### config.mk
export PLATFORM = sky130hd
export DESIGN_NAME = prot_xor_regs
export DESIGN_NICKNAME = d
export VERILOG_FILES = /design/src/rtl/prot_pkg.sv /design/src/rtl/prot_key_rom.sv /design/src/rtl/prot_addr_decode.sv /design/src/rtl/prot_slot_file.sv /design/src/rtl/prot_xor_regs.sv
export SDC_FILE = /design/constraint.sdc
export NUM_CORES = 1
export LEC_CHECK = 0
export ABC_AREA = 1
export BUFFER_PORTS_ARGS = -buffer_cell sky130_fd_sc_hd__buf_2
export CAP_MARGIN = 20
export CORE_ASPECT_RATIO = 0.75
export CORE_MARGIN = 2
export CORE_UTILIZATION = 50
export DETAILED_ROUTE_END_ITERATION = 6
export PLACE_DENSITY = 0.76
export SYNTH_ARGS = -nofsm -noshare
export SYNTH_HDL_FRONTEND = slang
export SYNTH_SLANG_ARGS = --single-unit
### constraint.sdc
create_clock -name clk -period 2.2 [get_ports clk]
set_clock_uncertainty 0.05 [all_clocks]
set_input_delay 0.33 -clock clk [delete_from_list [all_inputs] [get_ports clk]]
set_output_delay 0.33 -clock clk [all_outputs]
set_load 0.02 [all_outputs]
### src/rtl/prot_pkg.sv
package prot_pkg;
  localparam int BYTE_W    = 8;
  localparam int NUM_SLOTS = 4;
  localparam int SLOT_W    = $clog2(NUM_SLOTS);
  localparam int KEY_DEPTH = 1 << BYTE_W;

  typedef logic [BYTE_W-1:0] byte_t;
  typedef logic [SLOT_W-1:0] slot_t;
  typedef logic [NUM_SLOTS-1:0][BYTE_W-1:0] slot_arr_t;

  typedef enum logic [1:0] {
    ACC_NONE    = 2'd0,
    ACC_IDX_WR  = 2'd1,
    ACC_SLOT_WR = 2'd2,
    ACC_SLOT_RD = 2'd3
  } acc_e;

  // Key generator. Index bits 6 and 3 select the quadrant behaviour;
  // bits 1, 0, 4 and 7 feed key bits 6, 4, 3 and 0 respectively.
  function automatic byte_t key_of(input byte_t i);
    byte_t v;
    byte_t k;
    v = '0;
    v[6] = i[1];
    v[4] = i[0];
    v[3] = i[4];
    v[0] = i[7];
    if (i[6]) k = i[3] ? 8'h00 : v;
    else      k = i[3] ? (~v & 8'h59) : 8'h59;
    return k;
  endfunction
endpackage

### src/rtl/prot_key_rom.sv
module prot_key_rom
  import prot_pkg::*;
(
  input  byte_t idx,
  output byte_t key
);
  byte_t rom [KEY_DEPTH];

  for (genvar g = 0; g < KEY_DEPTH; g++) begin : g_rom
    assign rom[g] = key_of(byte_t'(g));
  end

  assign key = rom[idx];
endmodule

### src/rtl/prot_addr_decode.sv
module prot_addr_decode
  import prot_pkg::*;
#(
  parameter int ADDR_W  = 16,
  parameter int WIN_LSB = 11,
  parameter logic [ADDR_W-WIN_LSB-1:0] IDX_WIN  = 5'h0A,
  parameter logic [ADDR_W-WIN_LSB-1:0] SLOT_WIN = 5'h0B
) (
  input  logic              strobe,
  input  logic              rw,
  input  logic [ADDR_W-1:0] addr,
  output acc_e              acc,
  output slot_t             slot
);
  localparam int WIN_W = ADDR_W - WIN_LSB;

  logic [WIN_W-1:0] win;
  logic             unused_mid;

  assign win        = addr[ADDR_W-1:WIN_LSB];
  assign slot       = addr[SLOT_W-1:0];
  assign unused_mid = ^addr[WIN_LSB-1:SLOT_W];

  always_comb begin
    acc = ACC_NONE;
    if (strobe) begin
      if (rw) begin
        if (win == SLOT_WIN) acc = ACC_SLOT_RD;
      end else begin
        if (win == IDX_WIN)       acc = ACC_IDX_WR;
        else if (win == SLOT_WIN) acc = ACC_SLOT_WR;
      end
    end
  end
endmodule

### src/rtl/prot_slot_file.sv
module prot_slot_file
  import prot_pkg::*;
(
  input  logic      clk,
  input  logic      rst_n,
  input  acc_e      acc,
  input  slot_t     slot,
  input  byte_t     wdata,
  input  byte_t     key,
  output byte_t     idx_q,
  output slot_arr_t slots_q
);
  always_ff @(posedge clk or negedge rst_n) begin
    if (!rst_n) idx_q <= '0;
    else if (acc == ACC_IDX_WR) idx_q <= wdata;
  end

  for (genvar s = 0; s < NUM_SLOTS; s++) begin : g_slot
    always_ff @(posedge clk or negedge rst_n) begin
      if (!rst_n) slots_q[s] <= '0;
      else if (acc == ACC_SLOT_WR && slot == slot_t'(s)) slots_q[s] <= wdata ^ key;
    end
  end
endmodule

### src/rtl/prot_xor_regs.sv
module prot_xor_regs
  import prot_pkg::*;
#(
  parameter int ADDR_W = 16
) (
  input  logic              clk,
  input  logic              rst_n,
  input  logic              cpu_strobe,
  input  logic              cpu_rw,
  input  logic [ADDR_W-1:0] cpu_addr,
  input  logic [7:0]        cpu_wdata,
  output logic [7:0]        rd_data,
  output logic              rd_oe
);
  acc_e      acc;
  slot_t     slot;
  byte_t     idx_q;
  byte_t     key_byte;
  slot_arr_t slots_q;

  prot_addr_decode #(.ADDR_W(ADDR_W)) u_dec (
    .strobe (cpu_strobe),
    .rw     (cpu_rw),
    .addr   (cpu_addr),
    .acc    (acc),
    .slot   (slot)
  );

  prot_key_rom u_rom (
    .idx (idx_q),
    .key (key_byte)
  );

  prot_slot_file u_file (
    .clk     (clk),
    .rst_n   (rst_n),
    .acc     (acc),
    .slot    (slot),
    .wdata   (cpu_wdata),
    .key     (key_byte),
    .idx_q   (idx_q),
    .slots_q (slots_q)
  );

  assign rd_oe   = (acc == ACC_SLOT_RD);
  assign rd_data = rd_oe ? slots_q[slot] : '0;
endmodule

## Word-level counts from Yosys, hierarchy flattened

Memory sizes are Yosys's and may differ from the RTL's.
Index checks and enable logic that the tools add are counted.

- Flip-flop bits (word level): 40
- ROM bits: 2,048
- Output and inout port bits: 9
- Logic and storage cells: 33
- Memories kept: 1

- Magnitude comparators: 2
- Equality and inequality tests: 8
- Muxes and demuxes: 10
- Bitwise gates (word level): 2
- Reduce and logical (&&, ||, !) cells: 5

Memories:

| memory | depth | bits a word | read ports | clocked after memory_dff | write ports | line | RTL |
|---|---|---|---|---|---|---|---|
| (name not given) | 256 | 8 | 1 | 0 | 0 | prot_key_rom.sv:13 | `assign key = rom[idx];` |

Operators with widths:

| operator | count |
|---|---|
| $mux 8 | 4 |
| $bmux 8 s2 | 1 |
| $eq 5x4->1 const B | 2 |
| $mux 2 | 5 |
| $ge 9x9->1 const B | 1 |
| $not 8->9 | 1 |
| $eq 2x2->1 const B | 4 |
| $xor 8x8->8 | 1 |
| $eq 2x1->1 const B | 2 |
| $logic_and 1x1->1 | 4 |
| $lt 2x3->1 const B | 1 |
| $logic_not 2->1 | 1 |

## Depth between registers and ports, before layout

Gate-level depths: netlist of run 1.

- Word-level depth: 7
- Depth in mapped cells: 7
- Gate-level depth less buffers: 7

## By module

Synthesis of run 1 repeated with hierarchy kept, for this count alone.

- Cells, all modules: 346
- Area total of the unflattened synthesis: 2,322.2 um^2

Modules (own cells, without submodules):

| module | instances | cells an instance | area an instance (um^2) | seq. area each (um^2) |
|---|---|---|---|---|
| prot_slot_file | 1 | 216 | 1,736.7 | 1,001.0 |
| prot_xor_regs | 1 | 96 | 424.2 | 0.0 |
| prot_key_rom | 1 | 23 | 101.3 | 0.0 |
| prot_addr_decode | 1 | 11 | 60.1 | 0.0 |

## Least setup slack after synthesis of run 1

OpenSTA, ideal clock, no wires.

- Path kind: in2out
- Start: input cpu_addr[13]
- End: output rd_data[0]
- Data arrival time: 1,235 ps
- Data required time: 1,820 ps
- Path slack: 585 ps
- Cell stages on the path: 6
- Path buffers: 0
- Cell sequence: inv_1 nand2_1 nor2_2 nand3_1 inv_1 and2_1

- Longest elaborated chain between the ends: 7

RTL lines:

| item | line | RTL |
|---|---|---|
| start, declared | prot_xor_regs.sv:10 | `input logic [ADDR_W-1:0] cpu_addr,` |
| $eq 5x4->1 | prot_addr_decode.sv:28, prot_addr_decode.sv:31 |  |
| $mux 2 | prot_addr_decode.sv:31 | `else if (win == SLOT_WIN) acc = ACC_SLOT_WR;` |
| $mux 2 | prot_addr_decode.sv:30 | `if (win == IDX_WIN) acc = ACC_IDX_WR;` |
| $mux 2 * | prot_addr_decode.sv:27 | `if (rw) begin` |
| $mux 2 * | prot_addr_decode.sv:26 | `if (strobe) begin` |
| $eq 2x2->1 * | prot_xor_regs.sv:45 | `assign rd_oe = (acc == ACC_SLOT_RD);` |
| named net rd_oe | prot_xor_regs.sv:13 | `output logic rd_oe` |
| $mux 8 * | prot_xor_regs.sv:46 | `assign rd_data = rd_oe ? slots_q[slot] : '0;` |
| end, declared | prot_xor_regs.sv:12 | `output logic [7:0] rd_data,` |

The timed path passes the listed nets; every way through them passes the cells marked *.

## Final worst setup path of run 1

- Start: input cpu_addr[1]
- End: output rd_data[1]

- Longest elaborated chain between the ends: 3

RTL lines:

| item | line |
|---|---|
| $bmux 8 s2 | prot_xor_regs.sv:46 |
| $mux 8 (implied by the code) | prot_xor_regs.sv:46 |
| $mux 8 | prot_xor_regs.sv:46 |

Every way passes these cells. The select of a mux whose other input is x is not followed.

==> impl_results.md, run 1 <==
- Combinational power share: 0.125
- Worst hold slack: 0.2510 ns
- Sw Ratio: 0.2730
- Final setup vio count: 0
- I/O pins: 37
- First-pass GRT wire length: 8.114 mm
- Net Sw Power: between 300 and 400 uW
- GR Layer Usage met3: 0.05368
- Fmax: 563.8 MHz
- Worst path cell trace: buf_2 > inv_1 > nor2_4 > nand2_1 > nand4_1 > and2_1 > buf_2
- DR vias/cell: 5.186
- Met2 usage: 0.3509
- Clock root buffer: clkbuf_8
- Die width: 76.79 um
- Core area: 3732 um^2
- Reg2reg path depth: 6
- Vias in the first global route: 1699
- Sequential share of the synthesized area: 0.4786
- Proportion of layout cells with a drive suffix above 1: 0.1689
- Crit Path Max Fanout: 17
- R2R setup slack: 1.07 ns
- Final slew viol count: 0
- Status: completed
- Slew at the pin with the worst max-slew slack: a little over 0.5 ns
- Worst setup startpoint: cpu_addr[1]
- Max VDD drop: around 460 uV
- Grt peak-use layer: met2
- Fin util: 0.6155
- Max stage delay cell, worst path: nor2_4
- Max-cap violations: 0
- DRC: 0
- Max Root-Sink Buffers: 2
- Tmin final: 1.774 ns
- Setup TNS: 0 ns
- Reg power frac: 0.533
- Min-delay worst type: in -> reg
- Leading area contributor after synthesis: dfrtp_1
- Largest net degree at the start of global routing: 33
- Hpwl dp: 3.292 mm
- Postcts setup bufs: 0
- Resize count post-CTS: 0
- Die H: between 50 and 60 um
- Mapped Cells: about 270
- Initial antenna violation count: 0
- WL/cell: 13.41 um
- Later-pin clock latency in the skew report: 0.29 ns
- Final #Nets: approximately 330
- Largest cells by area after synthesis: dfrtp_1, nand2_1, nand3_1
- CP max stage delay: 0.36 ns
- Final Cell Area: 2297 um^2
- Post-synth top area share: 0.4786
- WP data arrival: approximately 1.4 ns
- Clock Power Share: 0.342
- Cell area power density: 629.9 nW/um^2
- Register bit count reported by yosys: 38
- Max-slew headroom: 0.6542
- Worst Setup End Kind: primary output
- Total clock sinks: 38
- Leakage power total: approximately 0.0013 uW
- Mapped cell area: 1987 um^2
- CTS tree: done
- Reg-to-Reg Start: u_file.idx_q[6]
- Antenna-violating nets left: 0
- Hold-fix buffers at CTS: 1
- Antenna diode instance count: 0
- Worst-path clk slew: 0.07 ns
- Global routing met1 resource utilization: 0.3424
- Synthesized Nets: 294
- GR Util All Layers: 0.2353
- RSZ-0062 raised after global routing: false
- Period utilization: 0.8063
- Pint: 1052 uW
- WS Path Type: in -> out
- Total CTS buffers: 5
- Crit start category: primary input
- Hold Fails Final Rpt: 0
- Worst Setup EP: rd_data[1]
- Worst R2R End: u_file.slots_q[28]
- Most frequent CP cell: buf_2
- GPL Wtd Cong: approximately 0.78
- Yosys warning count: 0
- Initial Util: 0.5324
- Count of cell types in the netlist: 15
- Total power draw: 1447 uW
- Final wirelength: 4.747 mm
- Initial DRT Pass Iterations: 4
- GRT overflow: 0
- CP Data Required Time: 1.82 ns
- Iter 0 DRT Violations: 155
- Syn Area/Cell: 7.470 um^2
- CTS H-tree lvls: 2
- Die ar.: 4500 um^2
- IO Port Bufs: 27
- Placement Cell Area: 2192 um^2
- Vias: approximately 1800
- Area Overhead vs Synth: 15.62%
- # rows: 19
[synthesized netlist by cell type]
library cell	n
inv_2	2
nand4_4	1
nand3_1	40
buf_2	5
nor2_1	3
nor2_4	2
nand3b_1	4
nand4_1	10
buf_6	2
dfrtp_1	38
inv_1	14
nand2_1	133
and2_1	8
nand4_2	1
nor2_2	3
[state kept, by name (all words and copies together), names as in the netlist]
signal and count:
u_file.slots_q 32, u_file.idx_q 6
[layout make-up]
class                   count  area (um^2)
fillers                   345         1435
flip-flops and latches     38        950.9
multi-input cells         205        928.4
repair buffers             35        197.7
clock buffers               6        82.58
well taps                  52        65.06
inverters                  16        60.06
clock inverters             2        12.51
[power by group through the flow]
stage          registers, uW  logic (uW)  clock network (uW)
6_report                 771         181                 495
5_1_grt                  776         211                 536
4_1_cts                  770         181                 506
3_5_place_dp             783         180                   0
3_3_place_gp             781         172                   0
2_1_floorplan            774         111                   0
[metal layers]
layer / routed length, um / vias up
met1: 2253 / 846
li1: - / 918
met3: 332 / 7
met4: 57 / 0
met2: 2104 / 65
met5: 0 / -
[cells in the final DEF (no fill, tap or decap)]
master,instances
clkinvlp_4,1
clkinv_2,1
nand4_1,10
nand4_2,1
nand3b_1,4
inv_2,2
clkbuf_8,6
nor2_4,2
nand4_4,1
dlygate4sd3_1,1
buf_2,27
nor2_1,3
dfrtp_1,38
nand2_1,133
nand3_1,40
buf_4,7
and2_1,8
inv_1,14
nor2_2,3
[cells by family after synthesis]
family        Yosys count  synth area share
flops                  38            0.4786
simple gates          205            0.4673
buf+inv                23           0.05415
[per-stage QoR]
step,cells,setup WS (ns)
floorplan,266,0.5848
global placement,345,0.4461
detailed placement,345,0.4077
CTS,354,0.4163
global route,354,0.3025
finish,354,0.4262
[critical path, delay by kind of cell]
kind	cells	cell delay, ns
buf+inv	3	0.38
simple gates	4	0.68
[worst min path at each step]
stage / from / cells past startpoint / end
detailed placement: rst_n / 1 / u_file.slots_q[14]
finish: cpu_wdata[3] / 3 / u_file.idx_q[3]
CTS: cpu_wdata[3] / 3 / u_file.idx_q[3]
floorplan: rst_n / 0 / u_file.idx_q[0]
global route: cpu_wdata[5] / 3 / u_file.slots_q[5]
global placement: rst_n / 1 / u_file.slots_q[14]
No activity file was read; power rests on OpenSTA's default activity.
==> inputs of run 2 (changes only) <==
--- a/config.mk
+++ b/config.mk
@@ -10,9 +10,9 @@
 export CAP_MARGIN = 20
 export CORE_ASPECT_RATIO = 0.75
 export CORE_MARGIN = 2
-export CORE_UTILIZATION = 50
+export CORE_UTILIZATION = 49
 export DETAILED_ROUTE_END_ITERATION = 6
-export PLACE_DENSITY = 0.76
+export PLACE_DENSITY = 0.78
 export SYNTH_ARGS = -nofsm -noshare
 export SYNTH_HDL_FRONTEND = slang
 export SYNTH_SLANG_ARGS = --single-unit
==> constraint.sdc (replaced) <==
create_clock -name clk -period 1.6 [get_ports clk]
set_clock_uncertainty 0.05 [all_clocks]
set_input_delay 0.24 -clock clk [delete_from_list [all_inputs] [get_ports clk]]
set_output_delay 0.24 -clock clk [all_outputs]
set_load 0.02 [all_outputs]
==> impl_results.md, run 2 (same netlist as run 1, synthesis figures left out) <==
- Status: completed
- R2R setup slack: 0.45 ns
- Die ar.: 4586 um^2
- Crit Path Max Fanout: 2
- Final setup vio count: 0
- Max-slew headroom: 0.8146
- GRT overflow: 0
- Highest metal used: met4
- WP data arrival: 1.15 ns
- IO Port Bufs: 27
- Core area: around 4000 um^2
- WS Path Type: reg -> out
- Crit start category: flip-flop
- Vias in the first global route: 1646
- Routed length on met2: between 2 and 2.5 mm
- WL/cell: approximately 13 um
- Die width: 77.53 um
- Initial DRT Pass Iterations: 4
- Postcts setup bufs: 0
- Initial antenna violation count: 0
- Final wirelength: 4.712 mm
- GPL Wtd Cong: approximately 0.80
- Fmax: 693.4 MHz
- Vias: 1865
- Min-delay worst type: in -> reg
- Proportion of layout cells with a drive suffix above 1: 0.1792
- Initial Util: 0.4994
- Area Overhead vs Synth: 20.78%
- DR vias/cell: 5.152
- Total CTS buffers: 5
- Die H: just under 60 um
- Largest reg by FF count: u_file.slots_q
- Max Root-Sink Buffers: 2
- Largest net degree at the start of global routing: 39
- Hold Fails Final Rpt: 0
- Hpwl dp: about 3.2 mm
- Worst Setup End Kind: primary output
- Fin util: 0.6031
- Iter 0 DRT Violations: 192
- First-pass GRT wire length: between 7 and 8 mm
- DRC: 0
- Final slew viol count: 0
- Most common cell after layout, fill and taps aside: nand2_1
- Max-cap violations: 0
- Setup TNS: 0 ns
- Final #Nets: 334
- RSZ-0062 raised after global routing: false
- CP Data Required Time: 1.31 ns
- Largest regs: u_file.slots_q: 32 flops, u_file.idx_q: 6 flops
- Max VDD drop: 698.2 uV
- Final setup margin: 0.1578 ns
- Post-place setup slack: between 0.1 and 0.15 ns
- Max reg flops: 32
- Later-pin clock latency in the skew report: about 0.3 ns
- Most frequent cells in the layout: nand2_1, nand3_1, dfrtp_1
- Met3 routed WL: a little under 400 um
- CTS tree: done
- Leakage power total: approximately 0.0014 uW
- Antenna diode instance count: 0
- Clock root buffer: clkbuf_8
- Tmin final: 1.442 ns
- Period utilization: 0.9014
- GR Util All Layers: 0.2264
- I/O pins: 37
- # rows: 20
- Worst-path clk slew: 0.07 ns
- Routed length on met1: 2.206 mm
- Antenna-violating nets left: 0
- Cell area power density: 839.7 nW/um^2
- CTS H-tree lvls: 2
- Slew at the pin with the worst max-slew slack: 0.2774 ns
- Total clock sinks: 38
[run 2: cell types whose count changed in the layout (fill, tap and decap cells not counted), sizes merged]
cell,before,now
buf,34,39
clkbuf,6,7
clkinvlp,1,0
[run 2: report_power, final]
part	internal [uW]	leakage, uW	switching, uW
clock	348	0.0000482	341
combinational	101	0.000782	167
sequential	1020	0.000521	41.7
[run 2: critical path: stages (launching register included)]
cell and delay (ns):
dfrtp_1 0.39, nand2_1 0.07, nand4_1 0.11, and2_1 0.15
buf_2 0.15
[run 2: per-layer routing]
layer | up-vias | track usage
met5 | - | 0
met2 | 67 | 0.3429
met4 | 0 | 0.07653
met1 | 859 | 0.3297
met3 | 8 | 0.04573
li1 | 931 | -
[run 2: worst paths after layout]
| path | from | to | depth (start not counted) |
|---|---|---|---|
| setup / recovery | u_file.slots_q[3] | rd_data[3] | 4 |
| max in group asynchronous | rst_n | u_file.slots_q[7] | 3 |
| hold reg to reg | u_file.slots_q[21] | u_file.slots_q[21] | 2 |
| hold / removal | cpu_wdata[4] | u_file.idx_q[4] | 3 |
| setup reg to reg | u_file.idx_q[3] | u_file.slots_q[28] | 6 |
| min in group asynchronous | rst_n | u_file.idx_q[0] | 3 |
[run 2: layout make-up]
| type | count | area (um^2) |
|---|---|---|
| tap | 55 | 68.82 |
| clock buffer | 7 | 86.33 |
| timing repair buffer | 40 | 297.8 |
| multi-input combinational | 205 | 928.4 |
| fill | 343 | 1579 |
| clock inverter | 1 | 5.005 |
| inverter | 16 | 62.56 |
| sequential | 38 | 950.9 |
[run 2: metrics by stage]
stage / power, uW / cells / cell area (um^2) / hold slack [ns]
CTS: 2028 / 362 / 2397 / 0.1446
global route: 2118 / 362 / 2400 / 0.1704
global placement: 1329 / 353 / 2296 / 0.1711
finish: 2015 / 362 / 2400 / 0.1484
floorplan: 1217 / 266 / 1987 / -0.1056
detailed placement: 1342 / 353 / 2296 / 0.1725
[run 2: what timing repair did]
action                     CTS  global route
resized for setup            0             2
setup endpoints to repair    0             3
hold endpoints to repair    38             0
hold buffers                 1             0
==> inputs of run 3 (changes only) <==
--- a/config.mk
+++ b/config.mk
@@ -12,6 +12,8 @@
 export CORE_MARGIN = 2
 export CORE_UTILIZATION = 49
 export DETAILED_ROUTE_END_ITERATION = 6
+export GPL_TIMING_DRIVEN = 0
+export HOLD_SLACK_MARGIN = 0.03
 export PLACE_DENSITY = 0.78
 export SYNTH_ARGS = -nofsm -noshare
 export SYNTH_HDL_FRONTEND = slang
==> impl_results.md, run 3 (same netlist as run 1, synthesis figures left out) <==
- Most common cell after layout, fill and taps aside: nand2_1
- Final #Nets: between 300 and 400
- Clock Power Share: 0.317
- Die ar.: 4586 um^2
- GRT overflow: 0
- WL/cell: 14.59 um
- Core area: 3979 um^2
- CTS H-tree lvls: 2
- Largest reg by FF count: u_file.slots_q
- Final wirelength: approximately 5.4 mm
- DRC: 0
- Area Overhead vs Synth: 21.60%
- Crit start category: primary input
- Reg power frac: 0.536
- Max-slew headroom: 0.4245
- Reg2reg path depth: 6
- Worst R2R End: u_file.slots_q[4]
- CTS tree: done
- Crit Path Max Fanout: 10
- Initial DRT Pass Iterations: 5
- Total CTS buffers: 5
- Vias: a little under 2000
- WS Path Type: in -> out
- Worst-path clk slew: 0.08 ns
- Antenna diode instance count: 0
- Routed length on met1: between 2 and 2.5 mm
- Total clock sinks: 38
- DR vias/cell: 5.376
- Status: completed
- Die H: 59.15 um
- Worst Setup End Kind: primary output
- Highest metal used: met4
- I/O pins: 37
- Later-pin clock latency in the skew report: 0.29 ns
- Vias in the first global route: between 1500 and 2000
- GR Util All Layers: 0.2514
- Most frequent cells in the layout: nand2_1, nand3_1, dfrtp_1
- Largest regs: u_file.slots_q: 32 flops, u_file.idx_q: 6 flops
- Proportion of layout cells with a drive suffix above 1: 0.2051
- Final Cell Area: 2416 um^2
- Tmin final: 1.503 ns
- Slew at the pin with the worst max-slew slack: 0.8633 ns
- R2R setup slack: 0.46 ns
- Final setup vio count: 0
- IO Port Bufs: 27
- Fillers: 363
- Fmax: 665.4 MHz
- Max VDD drop: 627.2 uV
- Met3 routed WL: 419 um
- Net Sw Power: 555.5 uW
- Combinational power share: 0.147
- Clock root buffer: clkbuf_8
- Die width: 77.53 um
- Period utilization: 0.9393
- Initial antenna violation count: 0
- Leakage power total: 0.001373 uW
- Min-delay worst type: in -> async
- Final slew viol count: 0
- Max-cap violations: 0
- Total power draw: 1975 uW
- Placement Cell Area: 2191 um^2
- Antenna-violating nets left: 0
- CP Data Required Time: 1.31 ns
- GPL Wtd Cong: 0.8247
- Hpwl dp: between 3 and 4 mm
- First-pass GRT wire length: 8.756 mm
- Max Root-Sink Buffers: 2
- Largest net degree at the start of global routing: 39
- Worst setup startpoint: cpu_addr[1]
- Reg-to-Reg Start: u_file.idx_q[3]
- Sw Ratio: 0.2813
- Max reg flops: 32
- Initial Util: 0.4994
- # rows: 20
- Routed length on met2: 2.427 mm
- RSZ-0062 raised after global routing: false
- Pint: 1419 uW
- Iter 0 DRT Violations: 243
- Hold Fails Final Rpt: 0
- WP data arrival: 1.21 ns
- Cell area power density: 817.3 nW/um^2
-- run 3: changes by cell type in the layout (fill, tap and decap cells not counted), moves of 2 or more --
cell,before,now
buf_12,5,2
buf_2,27,29
buf_4,7,11
buf_6,0,3
nor2_2,3,1
nor2_4,2,4
-- run 3: critical path: stages --
cell and delay (ns):
clkbuf_4 0.15, nor2_4 0.23, buf_6 0.19, nand2_1 0.06
nand4_1 0.08, and2_1 0.11, buf_2 0.15
-- run 3: stage by stage --
| stage | cells | hold WS (ns) | TNS (ns) | utilization | worst slack (ns) |
|---|---|---|---|---|---|
| floorplan | 266 | -0.1056 | 0 | - | 0.1648 |
| global placement | 348 | 0.3443 | -1.013 | 0.5506 | -0.2116 |
| detailed placement | 348 | 0.3434 | -1.007 | 0.5506 | -0.1654 |
| CTS | 359 | 0.03351 | 0 | 0.5881 | 0.03219 |
| global route | 367 | 0.07279 | 0 | 0.6072 | 0.005808 |
| finish | 367 | 0.007996 | 0 | 0.6072 | 0.09713 |
-- run 3: layout make-up --
class | count | area (um^2) | share of cell area
sequential | 38 | 950.9 | 0.3936
clock inverter | 2 | 10.01 | 0.004143
buffer | 6 | 48.80 | 0.02020
timing repair buffer | 40 | 260.3 | 0.1077
tap | 55 | 68.82 | 0.02848
inverter | 16 | 65.06 | 0.02693
clock buffer | 5 | 68.82 | 0.02848
multi-input combinational | 205 | 943.4 | 0.3905
-- run 3: timing repair --
item | 4_1_cts | 5_1_grt
setup buffers | 5 | 8
hold buffers | 0 | 0
endpoints found under the setup margin | 8 | 8
gates resized for setup | 4 | 6
pin swaps | 2 | 3
-- run 3: power groups by stage --
stage | logic, uW | clock network [uW] | registers [uW]
floorplan | 152 | 0 | 1060
global placement | 239 | 0 | 1070
detailed placement | 249 | 0 | 1080
CTS | 270 | 630 | 1060
global route | 325 | 679 | 1070
finish | 290 | 626 | 1060
-- run 3: worst max-delay path by stage --
stage / slack [ns] / end
finish: 0.1 / rd_data[5]
global route: 0.006 / rd_data[5]
CTS: 0.03 / rd_data[5]
detailed placement: -0.17 / rd_data[5]
global placement: -0.21 / rd_data[5]
floorplan: 0.16 / rd_data[0]
-- run 3: routing by layer --
metal,global-route usage,up-vias
met4,0.05357,0
met2,0.3938,92
met5,0,-
met1,0.3690,934
met3,0.04878,6
li1,-,941
